File: src/rtl/scl_clkgen_pkg.sv
package scl_clkgen_pkg;
    typedef enum logic [1:0] {
        ST_IDLE = 2'd0,
        ST_LOW  = 2'd1,
        ST_HIGH = 2'd2
    } scl_state_e;
endpackage

File: src/rtl/scl_div_shadow.sv
module scl_div_shadow #(
    parameter int DIV_W = 16
) (
    input  logic               clk,
    input  logic               rst_n,
    input  logic               wr_en,
    input  logic [2*DIV_W-1:0] wr_word,
    input  logic               load,
    output logic [DIV_W-1:0]   act_lo,
    output logic [DIV_W-1:0]   act_hi
);
    logic [DIV_W-1:0] prog_lo, prog_hi;

    // programmed copy: follows software writes at once
    always_ff @(posedge clk or negedge rst_n) begin
        if (!rst_n) begin
            prog_lo <= '0;
            prog_hi <= '0;
        end else if (wr_en) begin
            prog_lo <= wr_word[DIV_W-1:0];
            prog_hi <= wr_word[2*DIV_W-1:DIV_W];
        end
    end

    // running copy: changes only at a period start
    always_ff @(posedge clk or negedge rst_n) begin
        if (!rst_n) begin
            act_lo <= '0;
            act_hi <= '0;
        end else if (load) begin
            act_lo <= prog_lo;
            act_hi <= prog_hi;
        end
    end


    shadow_hold_chk: assert property (@(posedge clk) disable iff (!rst_n)
        !load |=> ($stable(act_lo) && $stable(act_hi)));
endmodule

File: src/rtl/scl_phase_fsm.sv
module scl_phase_fsm
    import scl_clkgen_pkg::*;
#(
    parameter int CNT_W = 19
) (
    input  logic             clk,
    input  logic             rst_n,
    input  logic             enable,
    input  logic [CNT_W-1:0] lim_lo,
    input  logic [CNT_W-1:0] lim_hi,
    output logic             load,
    output logic             scl_o,
    output logic             fall_o,
    output logic             rise_o,
    output logic             in_low_o,
    output logic             in_high_o
);
    scl_state_e       state_q, state_n;
    logic [CNT_W-1:0] cnt_q, cnt_n;

    always_comb begin
        state_n = state_q;
        cnt_n   = '0;
        load    = 1'b0;
        unique case (state_q)
            ST_IDLE: begin
                if (enable) begin
                    state_n = ST_LOW;
                    load    = 1'b1;
                end
            end
            ST_LOW: begin
                if (!enable) begin
                    state_n = ST_IDLE;
                end else if (cnt_q == lim_lo) begin
                    state_n = ST_HIGH;
                end else begin
                    cnt_n = cnt_q + CNT_W'(1);
                end
            end
            ST_HIGH: begin
                if (!enable) begin
                    state_n = ST_IDLE;
                end else if (cnt_q == lim_hi) begin
                    state_n = ST_LOW;
                    load    = 1'b1;
                end else begin
                    cnt_n = cnt_q + CNT_W'(1);
                end
            end
            default: state_n = ST_IDLE;
        endcase
    end

    // state register
    always_ff @(posedge clk or negedge rst_n) begin
        if (!rst_n) begin
            state_q <= ST_IDLE;
            cnt_q   <= '0;
        end else begin
            state_q <= state_n;
            cnt_q   <= cnt_n;
        end
    end

    // registered outputs, taken from the next state
    always_ff @(posedge clk or negedge rst_n) begin
        if (!rst_n) begin
            scl_o     <= 1'b1;
            fall_o    <= 1'b0;
            rise_o    <= 1'b0;
            in_low_o  <= 1'b0;
            in_high_o <= 1'b0;
        end else begin
            scl_o     <= (state_n != ST_LOW);
            fall_o    <= (state_n == ST_LOW) && scl_o;
            rise_o    <= (state_n != ST_LOW) && !scl_o;
            in_low_o  <= (state_n == ST_LOW);
            in_high_o <= (state_n == ST_HIGH);
        end
    end


    idle_hold_chk: assert property (@(posedge clk) disable iff (!rst_n)
        !enable |=> (scl_o && cnt_q == '0 && !in_low_o && !in_high_o));


    cnt_lo_bound_chk: assert property (@(posedge clk) disable iff (!rst_n)
        (state_q == ST_LOW) |-> (cnt_q <= lim_lo));


    cnt_hi_bound_chk: assert property (@(posedge clk) disable iff (!rst_n)
        (state_q == ST_HIGH) |-> (cnt_q <= lim_hi));


    scl_tick_chk: assert property (@(posedge clk) disable iff (!rst_n)
        (scl_o != $past(scl_o)) |-> (rise_o || fall_o));


    tick_excl_chk: assert property (@(posedge clk) disable iff (!rst_n)
        !(rise_o && fall_o));
endmodule

File: src/rtl/scl_clkgen.sv
module scl_clkgen #(
    parameter int DIV_W    = 16,
    parameter int PRE_LOG2 = 3
) (
    input  logic               clk,
    input  logic               rst_n,
    input  logic               enable,
    input  logic               div_wr,
    input  logic [2*DIV_W-1:0] div_wdata,
    output logic               scl_out,
    output logic               in_low,
    output logic               in_high,
    output logic               fall_tick,
    output logic               rise_tick,
    output logic               edge_tick
);
    localparam int CNT_W = DIV_W + PRE_LOG2;

    logic [DIV_W-1:0] act_lo, act_hi;
    logic [CNT_W-1:0] lim_lo, lim_hi;
    logic             load;

    // last count of a phase: 2^PRE_LOG2 * (field+1) - 1
    assign lim_lo = {act_lo, {PRE_LOG2{1'b1}}};
    assign lim_hi = {act_hi, {PRE_LOG2{1'b1}}};

    scl_div_shadow #(.DIV_W(DIV_W)) u_shadow (
        .clk     (clk),
        .rst_n   (rst_n),
        .wr_en   (div_wr),
        .wr_word (div_wdata),
        .load    (load),
        .act_lo  (act_lo),
        .act_hi  (act_hi)
    );

    scl_phase_fsm #(.CNT_W(CNT_W)) u_fsm (
        .clk       (clk),
        .rst_n     (rst_n),
        .enable    (enable),
        .lim_lo    (lim_lo),
        .lim_hi    (lim_hi),
        .load      (load),
        .scl_o     (scl_out),
        .fall_o    (fall_tick),
        .rise_o    (rise_tick),
        .in_low_o  (in_low),
        .in_high_o (in_high)
    );

    assign edge_tick = fall_tick | rise_tick;


    phase_flag_chk: assert property (@(posedge clk) disable iff (!rst_n)
        (in_low || in_high) |-> (in_low == !scl_out));
endmodule

File: config.mk
export PLATFORM = sky130hd
export DESIGN_NAME = scl_clkgen
export DESIGN_NICKNAME = d
export VERILOG_FILES = /design/src/rtl/scl_clkgen_pkg.sv /design/src/rtl/scl_div_shadow.sv /design/src/rtl/scl_phase_fsm.sv /design/src/rtl/scl_clkgen.sv
export SDC_FILE = /design/constraint.sdc
export NUM_CORES = 1
export LEC_CHECK = 0
export ABC_AREA = 1
export BUFFER_PORTS_ARGS = -buffer_cell sky130_fd_sc_hd__buf_2
export CAP_MARGIN = 20
export CORE_ASPECT_RATIO = 1.25
export CORE_MARGIN = 2
export CORE_UTILIZATION = 39
export DETAILED_ROUTE_END_ITERATION = 8
export GPL_TIMING_DRIVEN = 1
export PLACE_DENSITY = 0.62
export SYNTH_ARGS = -nofsm -noshare
export SYNTH_HDL_FRONTEND = slang
export SYNTH_SLANG_ARGS = --single-unit
File: constraint.sdc
create_clock -name clk -period 1.8 [get_ports clk]
set_input_delay 0.45 -clock clk [delete_from_list [all_inputs] [get_ports clk]]
set_output_delay 0.45 -clock clk [all_outputs]
set_load 0.02 [all_outputs]
==> flow_summary.json, run 1 <==
{
  "portBuffers": 41,
  "num_antenna_cells": 0,
  "synth_common_cells": "nand2_1 (142), dfrtp_1 (89), inv_1 (50), nor2_1 (47), mux2_2 (32)",
  "hold_viol": 0,
  "slew-limit-headroom_pct": 65.87,
  "first_pass_iters": 4,
  "synth_most_common_cell": "nand2_1",
  "r2r-end": "u_shadow.act_hi[5]$_DFFE_PN0P_",
  "synth_area_leader_cell": "dfrtp_1",
  "max_cap_violations": 0,
  "clock_latency_ns": 0.34,
  "die_h_um": 124.5,
  "slowest_delay_ns": 0.42,
  "numCtsBuffers": 9,
  "critical_path.max_fanout": 8,
  "die_w_um": 100.4,
  "max_freq_mhz": 547.4,
  "die_area_um2": 12490,
  "synth-edff-count": 0,
  "required_ns": 2.07,
  "dr_total_vias": 3786,
  "startpoint": "u_shadow.act_hi[7]$_DFFE_PN0P_",
  "clock_skew_ns": 0.005055,
  "io_pins": 42,
  "gp_congestion": 0.9713,
  "grt_first_pass_wirelength_um": 18110,
  "rsz0062_at_grt": "yes",
  "synth_ff_type": "dfrtp_1",
  "core_area_um2": 11450,
  "tritoncts": "yes",
  "drive_gt1_share_pct": 43.16,
  "postRouteAntennaNets": 0,
  "place_ws_ns": -0.02277,
  "clkTransAtPathRegs_ns": 0.06,
  "drv_slew": 0,
  "startpoint_type": "flip-flop",
  "r2r_slack_ns": -0.03,
  "ys_seq_elements": 90,
  "end_kind": "flip-flop",
  "grt_pass1_vias": 3833,
  "root_buffer": "clkbuf_16",
  "crit_end": "u_shadow.act_hi[5]$_DFFE_PN0P_",
  "placed_cells": 715,
  "finalWirelength_um": 11330,
  "nNetsFinal": 651,
  "violations": "setup timing",
  "fin_ws_ns": -0.02681,
  "peakVddDrop_v": 0.0006926,
  "ys_types": 33,
  "grt_use_total_pct": 18.44,
  "overflow": 0,
  "crit_path_frequent_cell": "nand2_2",
  "grt_max_degree": 91,
  "syn_inst": 517,
  "dp_hpwl_um": 7884,
  "clock-sinks": 90,
  "hold_path_class": "input pin to asynchronous set/reset pin",
  "r2r_start": "u_shadow.act_hi[7]$_DFFE_PN0P_",
  "routed_via_density": 5.035,
  "clock_path_buffers": 2,
  "period_needed_ns": 1.827,
  "syn2layout_area_growth_pct": 30.82,
  "r2r_cells": 13,
  "cellPowerDensity_nw_per_um2": 1280,
  "worstPathArrival_ns": 2.10,
  "finalNonFillerCells": 752,
  "initial_core_util_pct": 39.53,
  "post-route-period-util_pct": 101.5,
  "route.detailed.drc": 0,
  "crit_type": "flip-flop to flip-flop",
  "row_count": 44,
  "async_flop_share_pct": 100.0,
  "avgRoutedWirePerCell_um": 15.07,
  "setup_violations": 11,
  "fill_cells": 1068,
  "worst_pin_slew_ns": 0.5119,
  "synth.net_count": 558,
  "yosys-top-cells-area": "dfrtp_1 (49%), nand2_1 (12%), mux2_2 (8.0%)",
  "synth_top_area_share_pct": 49.20,
  "cp_slowest_cell": "dfrtp_1",
  "p_leak_nw": 2.889,
  "outcome": "complete, but fails checks",
  "syn_area_per_cell_um2": 8.756,
  "syn_area_um2": 4527,
  "worstPathCellList": "inv_2 -> nand2_2 -> nand2_2 -> nor2_2 -> nand2_2 -> nor2_2 -> nand3_2 -> nor2_4 -> nand2_4 -> nand2_8 -> buf_12 -> nand2_1 -> o21ai_2",
  "ys_warn_count": 0,
  "antenna_found_initial": 0,
  "htreeDepth": 3,
  "dr.first_iter.drc_count": 242,
  "holdWs_ns": 0.1216,
  "ys_seq_area_share_pct": 49.78
}
==> flip-flops by register name, summed over array words and instances (netlist names) <==
| name | count |
|---|---|
| u_fsm.scl_o | 1 |
| u_fsm.state_q | 2 |
| u_shadow.prog_hi | 16 |
| u_shadow.prog_lo | 16 |
| u_shadow.act_hi | 16 |
| u_fsm.in_low_o | 1 |
| u_fsm.in_high_o | 1 |
| u_fsm.rise_o | 1 |
| u_fsm.fall_o | 1 |
| u_shadow.act_lo | 16 |
| u_fsm.cnt_q | 19 |
==> layer usage <==
| metal | global-route usage (%) | wire length, µm | vias to the layer above |
|---|---|---|---|
| li1 | - | - | 1836 |
| met3 | 2.413 | 366 | 31 |
| met5 | 0 | 0 | - |
| met4 | 11.04 | 460 | 0 |
| met2 | 29.02 | 5666 | 100 |
| met1 | 24.02 | 4838 | 1819 |
==> where the power goes <==
group / switching, mW / internal [mW] / total (mW)
Combinational: 1.73 / 1.23 / 2.95
Clock: 0.751 / 1.00 / 1.75
Sequential: 0.338 / 2.53 / 2.87
==> cell families after synthesis <==
kind of cell | after synthesis | share of synthesized area [%]
adder cells (fa/ha/maj) | 5 | 1.382
AND/OR/NAND/NOR | 263 | 25.76
multiplexers | 32 | 7.960
AO/OA/AOI/OAI | 41 | 6.053
XOR/XNOR | 6 | 1.161
buffers and inverters | 80 | 7.905
flip-flops | 90 | 49.78
==> worst min path at each step <==
stage / from / to / slack (ns)
5_1_grt: rst_n / u_fsm.cnt_q[2]$_DFF_PN0_ / 0.19
4_1_cts: rst_n / u_fsm.cnt_q[2]$_DFF_PN0_ / 0.17
3_5_place_dp: u_shadow.prog_lo[11]$_DFFE_PN0P_ / u_shadow.act_lo[11]$_DFFE_PN0P_ / 0.48
3_3_place_gp: u_shadow.prog_lo[14]$_DFFE_PN0P_ / u_shadow.act_lo[14]$_DFFE_PN0P_ / 0.47
2_1_floorplan: rst_n / u_fsm.cnt_q[0]$_DFF_PN0_ / 0.15
6_report: rst_n / u_fsm.cnt_q[5]$_DFF_PN0_ / 0.12
==> placed cells by master, fill, tap and decap left out, types with 6 or more instances in the layout <==
cell type and count:
nor2_1 39, inv_1 47, mux2_2 32, nand2_1 113, o21ai_2 30, nand3_1 14, dfrtp_1 84, nand2_2 31
inv_2 18, nand2_4 17, nand4_1 14, nor2_2 9, clkbuf_16 12, nor3_1 7, buf_6 6, buf_4 39
buf_2 40, xor2_1 6
==> metrics by stage <==
stage               total power, mW  instance area, µm²  util, %  setup TNS (ns)
finish                        7.579                5922    51.72         -0.1153
global route                  8.098                5922    51.72          -3.864
CTS                           6.983                5389    47.06               0
detailed placement            5.205                5107    44.60        -0.05197
global placement              5.163                5107    44.60               0
floorplan                     4.454                4527        -               0
==> layout make-up <==
type	instances	area, µm²	area share [%]
Clock inverter	2	12.51	0.2113
Clock buffer	13	260.3	4.395
Tap cell	138	172.7	2.916
Sequential cell	90	2260	38.16
Timing Repair Buffer	95	765.7	12.93
Inverter	66	247.7	4.183
Multi-Input combinational cell	348	2203	37.21
==> what timing repair did <==
item | CTS | global route
gates cloned | 0 | 6
pin swaps | 0 | 19
gates resized for setup | 1 | 94
setup buffers | 1 | 15
hold buffers | 0 | 0
endpoints found under the setup margin | 19 | 58
==> worst max-delay path: cells and delay by family, from the launching register on <==
kind	cells	cell delay, ns
AND/OR/NAND/NOR	10	1.03
flip-flops	1	0.42
AO/OA/AOI/OAI	1	0.06
buffers and inverters	2	0.24
Power figures use the tool's default switching activity.
==> run 2, diff against run 1 <==
CELL_PAD_IN_SITES_DETAIL_PLACEMENT = 1   (was unset)
CELL_PAD_IN_SITES_GLOBAL_PLACEMENT = 1   (was unset)
CTS_BUF_LIST = sky130_fd_sc_hd__clkbuf_2   (was unset)
PLACE_DENSITY = 0.77   (was 0.62)
==> flow_summary.json, run 2 (synthesis gave the netlist of run 1 again) <==
{
  "hold_path_class": "input pin to flip-flop",
  "portBuffers": 41,
  "gr-usage-met2_pct": 39.79,
  "critical_path.max_fanout": 8,
  "max_cap_violations": 0,
  "avgRoutedWirePerCell_um": 20.92,
  "rsz0062_at_grt": "yes",
  "die_w_um": 100.4,
  "final_util_pct": 54.72,
  "hold_viol": 0,
  "p_leak_nw": 2.993,
  "worstPathCellList": "inv_2 -> nand2_1 -> nand4_1 -> nor2_2 -> nand3_4 -> nor2_4 -> nand2_4 -> nand2_8 -> buf_12 -> nand2_1 -> o21ai_1",
  "dr.first_iter.drc_count": 261,
  "drv_slew": 0,
  "cellPowerDensity_nw_per_um2": 1265,
  "busiest_layer": "met2",
  "grt_max_degree": 33,
  "power.total_mw": 7.926,
  "end_kind": "flip-flop",
  "overflow": 0,
  "slew-limit-headroom_pct": 70.17,
  "num_antenna_cells": 0,
  "crit_family": "simple AND/OR/NAND/NOR gates",
  "tritoncts": "yes",
  "seq_area_um2": 2263,
  "outcome": "complete, but fails checks",
  "route.detailed.drc": 0,
  "die_h_um": 124.5,
  "required_ns": 2.33,
  "dp_hpwl_um": 8994,
  "peakVddDrop_v": 0.0007050,
  "worst_pin_slew_ns": 0.4433,
  "multi_input_area_um2": 2367,
  "dr_total_vias": 4202,
  "clock_skew_ns": 0.04095,
  "finalNonFillerCells": 775,
  "die_area_um2": 12490,
  "cp_slowest_cell": "dfrtp_2",
  "violations": "setup timing",
  "numCtsBuffers": 9,
  "setup_violations": 59,
  "final_cell_mix": "nand2_1 (97), dfrtp_1 (81), buf_4 (53)",
  "initial_core_util_pct": 39.53,
  "routed_via_density": 5.422,
  "finalWirelength_um": 16210,
  "crit_type": "flip-flop to flip-flop",
  "gp_congestion": 0.8864,
  "htreeDepth": 3,
  "met3_usage_pct": 3.255,
  "first_pass_iters": 4,
  "clock_path_buffers": 2,
  "postRouteAntennaNets": 0,
  "grt_use_met1_pct": 24.95,
  "largest_reg_flops": 19,
  "drive_gt1_share_pct": 51.02,
  "final_area_um2": 6266,
  "row_count": 44,
  "final_common_cell": "nand2_1",
  "max_freq_mhz": 488.0,
  "post-route-period-util_pct": 113.9,
  "startpoint_type": "flip-flop",
  "clock_latency_ns": 0.62,
  "syn2layout_area_growth_pct": 38.42,
  "period_needed_ns": 2.049,
  "path_buf_inv": 2,
  "placed_cells": 709,
  "post_dp_cell_area_um2": 5100,
  "root_buffer": "clkbuf_2",
  "antenna_found_initial": 0,
  "grt_first_pass_wirelength_um": 21180,
  "clkTransAtPathRegs_ns": 0.28,
  "regMostFlops": "u_fsm.cnt_q",
  "worstPathArrival_ns": 2.58,
  "grt_pass1_vias": 4367,
  "io_pins": 42,
  "core_area_um2": 11450,
  "fin_ws_ns": -0.2493,
  "nNetsFinal": 673,
  "fill_cells": 1309,
  "crit_path_frequent_cell": "nand2_1",
  "slowest_delay_ns": 0.51,
  "clock-sinks": 90,
  "grt_use_total_pct": 21.73
}
run 2: final timing paths:
path	from	endpoint	slack, ns	depth (start not counted)
worst max-delay path	u_fsm.cnt_q[16]$_DFF_PN0_	u_shadow.act_hi[6]$_DFFE_PN0P_	-0.25	11
worst min-delay path	div_wdata[18]	u_shadow.prog_hi[2]$_DFFE_PN0P_	0.03	2
worst max register to register	u_fsm.cnt_q[16]$_DFF_PN0_	u_shadow.act_hi[6]$_DFFE_PN0P_	-0.25	11
worst min register to register	u_shadow.prog_lo[1]$_DFFE_PN0P_	u_shadow.act_lo[1]$_DFFE_PN0P_	0.53	2
max in group asynchronous	rst_n	u_fsm.scl_o$_DFF_PN1_	1.04	3
min in group asynchronous	rst_n	u_fsm.cnt_q[15]$_DFF_PN0_	0.19	2
run 2: where the power goes:
group / switching, mW / internal, mW / total, mW
logic: 2.17 / 1.56 / 3.73
clock network: 0.802 / 0.487 / 1.29
registers: 0.382 / 2.52 / 2.91
run 2: final cells by class:
type                       instances  share of cell area (%)
tap                              138                   2.756
timing repair buffer             117                   16.95
clock inverter                     6                   1.577
multi-input combinational        348                   37.78
clock buffer                      10                  0.7987
sequential                        90                   36.12
inverter                          66                   4.014
run 2: repair_timing:
item / CTS / global route
gates cloned: 1 / 9
hold endpoints to repair: 77 / 0
hold buffers: 1 / 0
resized for setup: 49 / 93
setup buffers: 29 / 12
endpoints found under the setup margin: 58 / 60
pin swaps: 19 / 22
run 2: per-layer routing:
metal	wire length (µm)	part of all wire, %
met4	953	5.9
met3	612	3.8
met5	0	0
met2	8766	54
met1	5877	36
run 2: metrics by stage:
step	setup slack [ns]	TNS (ns)	hold slack, ns
4_1_cts	-0.06195	-0.4415	0.02499
5_1_grt	-0.3158	-13.75	0.02201
3_3_place_gp	-0.03833	-0.4783	0.3392
3_5_place_dp	-0.1864	-4.207	0.3401
6_report	-0.2493	-9.953	0.03358
2_1_floorplan	0.1103	0	0.1544
==> run 3, diff against run 2 <==
CORE_UTILIZATION = 42   (was 39)
PLACE_DENSITY = 0.82   (was 0.77)
==> flow_summary.json, run 3 (synthesis gave the netlist of run 1 again) <==
{
  "outcome": "complete, but fails checks",
  "violations": "setup timing",
  "p_leak_nw": 2.903,
  "required_ns": 2.35,
  "grt_pass1_vias": 4601,
  "gp_congestion": 0.9190,
  "startpoint": "u_fsm.cnt_q[12]$_DFF_PN0_",
  "grt_use_total_pct": 25.67,
  "io_pins": 42,
  "period_needed_ns": 2.053,
  "met3_usage_pct": 5.358,
  "die_area_um2": 11630,
  "core_area_um2": 10560,
  "worstPathArrival_ns": 2.60,
  "critical_path.max_fanout": 7,
  "dr.first_iter.drc_count": 275,
  "drive_gt1_share_pct": 53.82,
  "rsz0062_at_grt": "yes",
  "fin_ws_ns": -0.2534,
  "startpoint_type": "flip-flop",
  "final_common_cell": "nand2_1",
  "initial_core_util_pct": 42.86,
  "max_cap_violations": 0,
  "overflow": 0,
  "syn2layout_area_growth_pct": 35.49,
  "holdWs_ns": 0.05729,
  "first_pass_iters": 4,
  "hold_path_class": "input pin to flip-flop",
  "antenna_found_initial": 1,
  "grt_first_pass_wirelength_um": 23110,
  "die_w_um": 96.86,
  "end_kind": "flip-flop",
  "power.total_mw": 7.595,
  "avgRoutedWirePerCell_um": 21.40,
  "peakVddDrop_v": 0.0008294,
  "portBuffers": 41,
  "post_dp_cell_area_um2": 5107,
  "grt_max_degree": 35,
  "clock_skew_ns": 0.03100,
  "hold_viol": 0,
  "crit_type": "flip-flop to flip-flop",
  "numCtsBuffers": 9,
  "row_count": 42,
  "max_freq_mhz": 487.0,
  "busiest_layer": "met2",
  "routed_via_density": 5.457,
  "clock_path_buffers": 2,
  "tritoncts": "yes",
  "setup_violations": 58,
  "r2r_start": "u_fsm.cnt_q[12]$_DFF_PN0_",
  "cellPowerDensity_nw_per_um2": 1238,
  "grt_use_met1_pct": 28.17,
  "worst_pin_slew_ns": 0.4902,
  "htreeDepth": 3,
  "final_area_um2": 6133,
  "r2r_cells": 14,
  "gr-usage-met2_pct": 46.88,
  "dr_total_vias": 4224,
  "nNetsFinal": 678,
  "route.detailed.drc": 0,
  "post-route-period-util_pct": 114.1,
  "clock-sinks": 90,
  "final_util_pct": 58.07,
  "die_h_um": 120.1,
  "drv_slew": 0,
  "fill_cells": 1188,
  "clkTransAtPathRegs_ns": 0.27,
  "clock_latency_ns": 0.62,
  "dp_hpwl_um": 9368,
  "hold_start": "div_wdata[8]",
  "final_cell_mix": "nand2_1 (89), dfrtp_1 (84), nand2_2 (68)",
  "finalWirelength_um": 16560,
  "regMostFlops": "u_fsm.cnt_q",
  "postRouteAntennaNets": 0,
  "multi_input_area_um2": 2283,
  "seq_area_um2": 2260,
  "setup_tns_ns": -8.254,
  "worstHoldPathCells": 2,
  "root_buffer": "clkbuf_2",
  "largest_reg_flops": 19,
  "slew-limit-headroom_pct": 67.02
}
[run 3: cell type report]
class                      instances  area share (%)
multi-input combinational        347           37.23
sequential                        90           36.84
timing repair buffer             123           17.40
inverter                          66           4.080
tap                              132           2.693
clock inverter                     5          0.8976
clock buffer                      10          0.8160
antenna                            1         0.04080
[run 3: worst max-delay path, stage by stage (launching register included)]
cell and delay (ns):
dfrtp_1 0.53, inv_2 0.11, nand2_2 0.10, nand2_2 0.05, nor2_2 0.14, nand2_1 0.07, nor2_1 0.11, nand3_2 0.12
nor2_2 0.13, nand2_2 0.09, nand2_8 0.11, buf_12 0.14, buf_12 0.12, nand2_1 0.06, o21ai_1 0.10
[run 3: routing by layer]
layer	share of wire, %	wire (µm)
met1	36	5957
met4	4.8	794
met2	55	9041
met5	0	0
met3	4.6	768
[run 3: repair_timing]
| item | 4_1_cts | 5_1_grt |
|---|---|---|
| hold buffers | 1 | 0 |
| buffers inserted | 31 | 14 |
| endpoints found under the setup margin | 59 | 60 |
| pin swaps | 13 | 26 |
| gates resized for setup | 78 | 83 |
| hold endpoints to repair | 32 | 0 |
| gates cloned | 2 | 1 |
[run 3: worst paths after layout]
path | to | slack, ns
setup / recovery | u_shadow.act_hi[2]$_DFFE_PN0P_ | -0.25
hold / removal | u_shadow.prog_lo[8]$_DFFE_PN0P_ | 0.06
setup reg to reg | u_shadow.act_hi[2]$_DFFE_PN0P_ | -0.25
hold reg to reg | u_shadow.act_hi[9]$_DFFE_PN0P_ | 0.52
max in group asynchronous | u_fsm.scl_o$_DFF_PN1_ | 0.85
min in group asynchronous | u_shadow.prog_hi[4]$_DFFE_PN0P_ | 0.36
[run 3: through the flow]
stage	instances	setup WS, ns
final	774	-0.2534
after global routing	774	-0.2942
after CTS	758	-0.08944
after detailed placement	710	-0.1228
after global placement	710	-0.07394
after floorplan	517	0.1103
[run 3: power breakdown]
part | total, mW | internal (mW) | switching [mW]
clock | 1.06 | 0.319 | 0.744
combinational | 3.61 | 1.51 | 2.11
sequential | 2.92 | 2.52 | 0.396
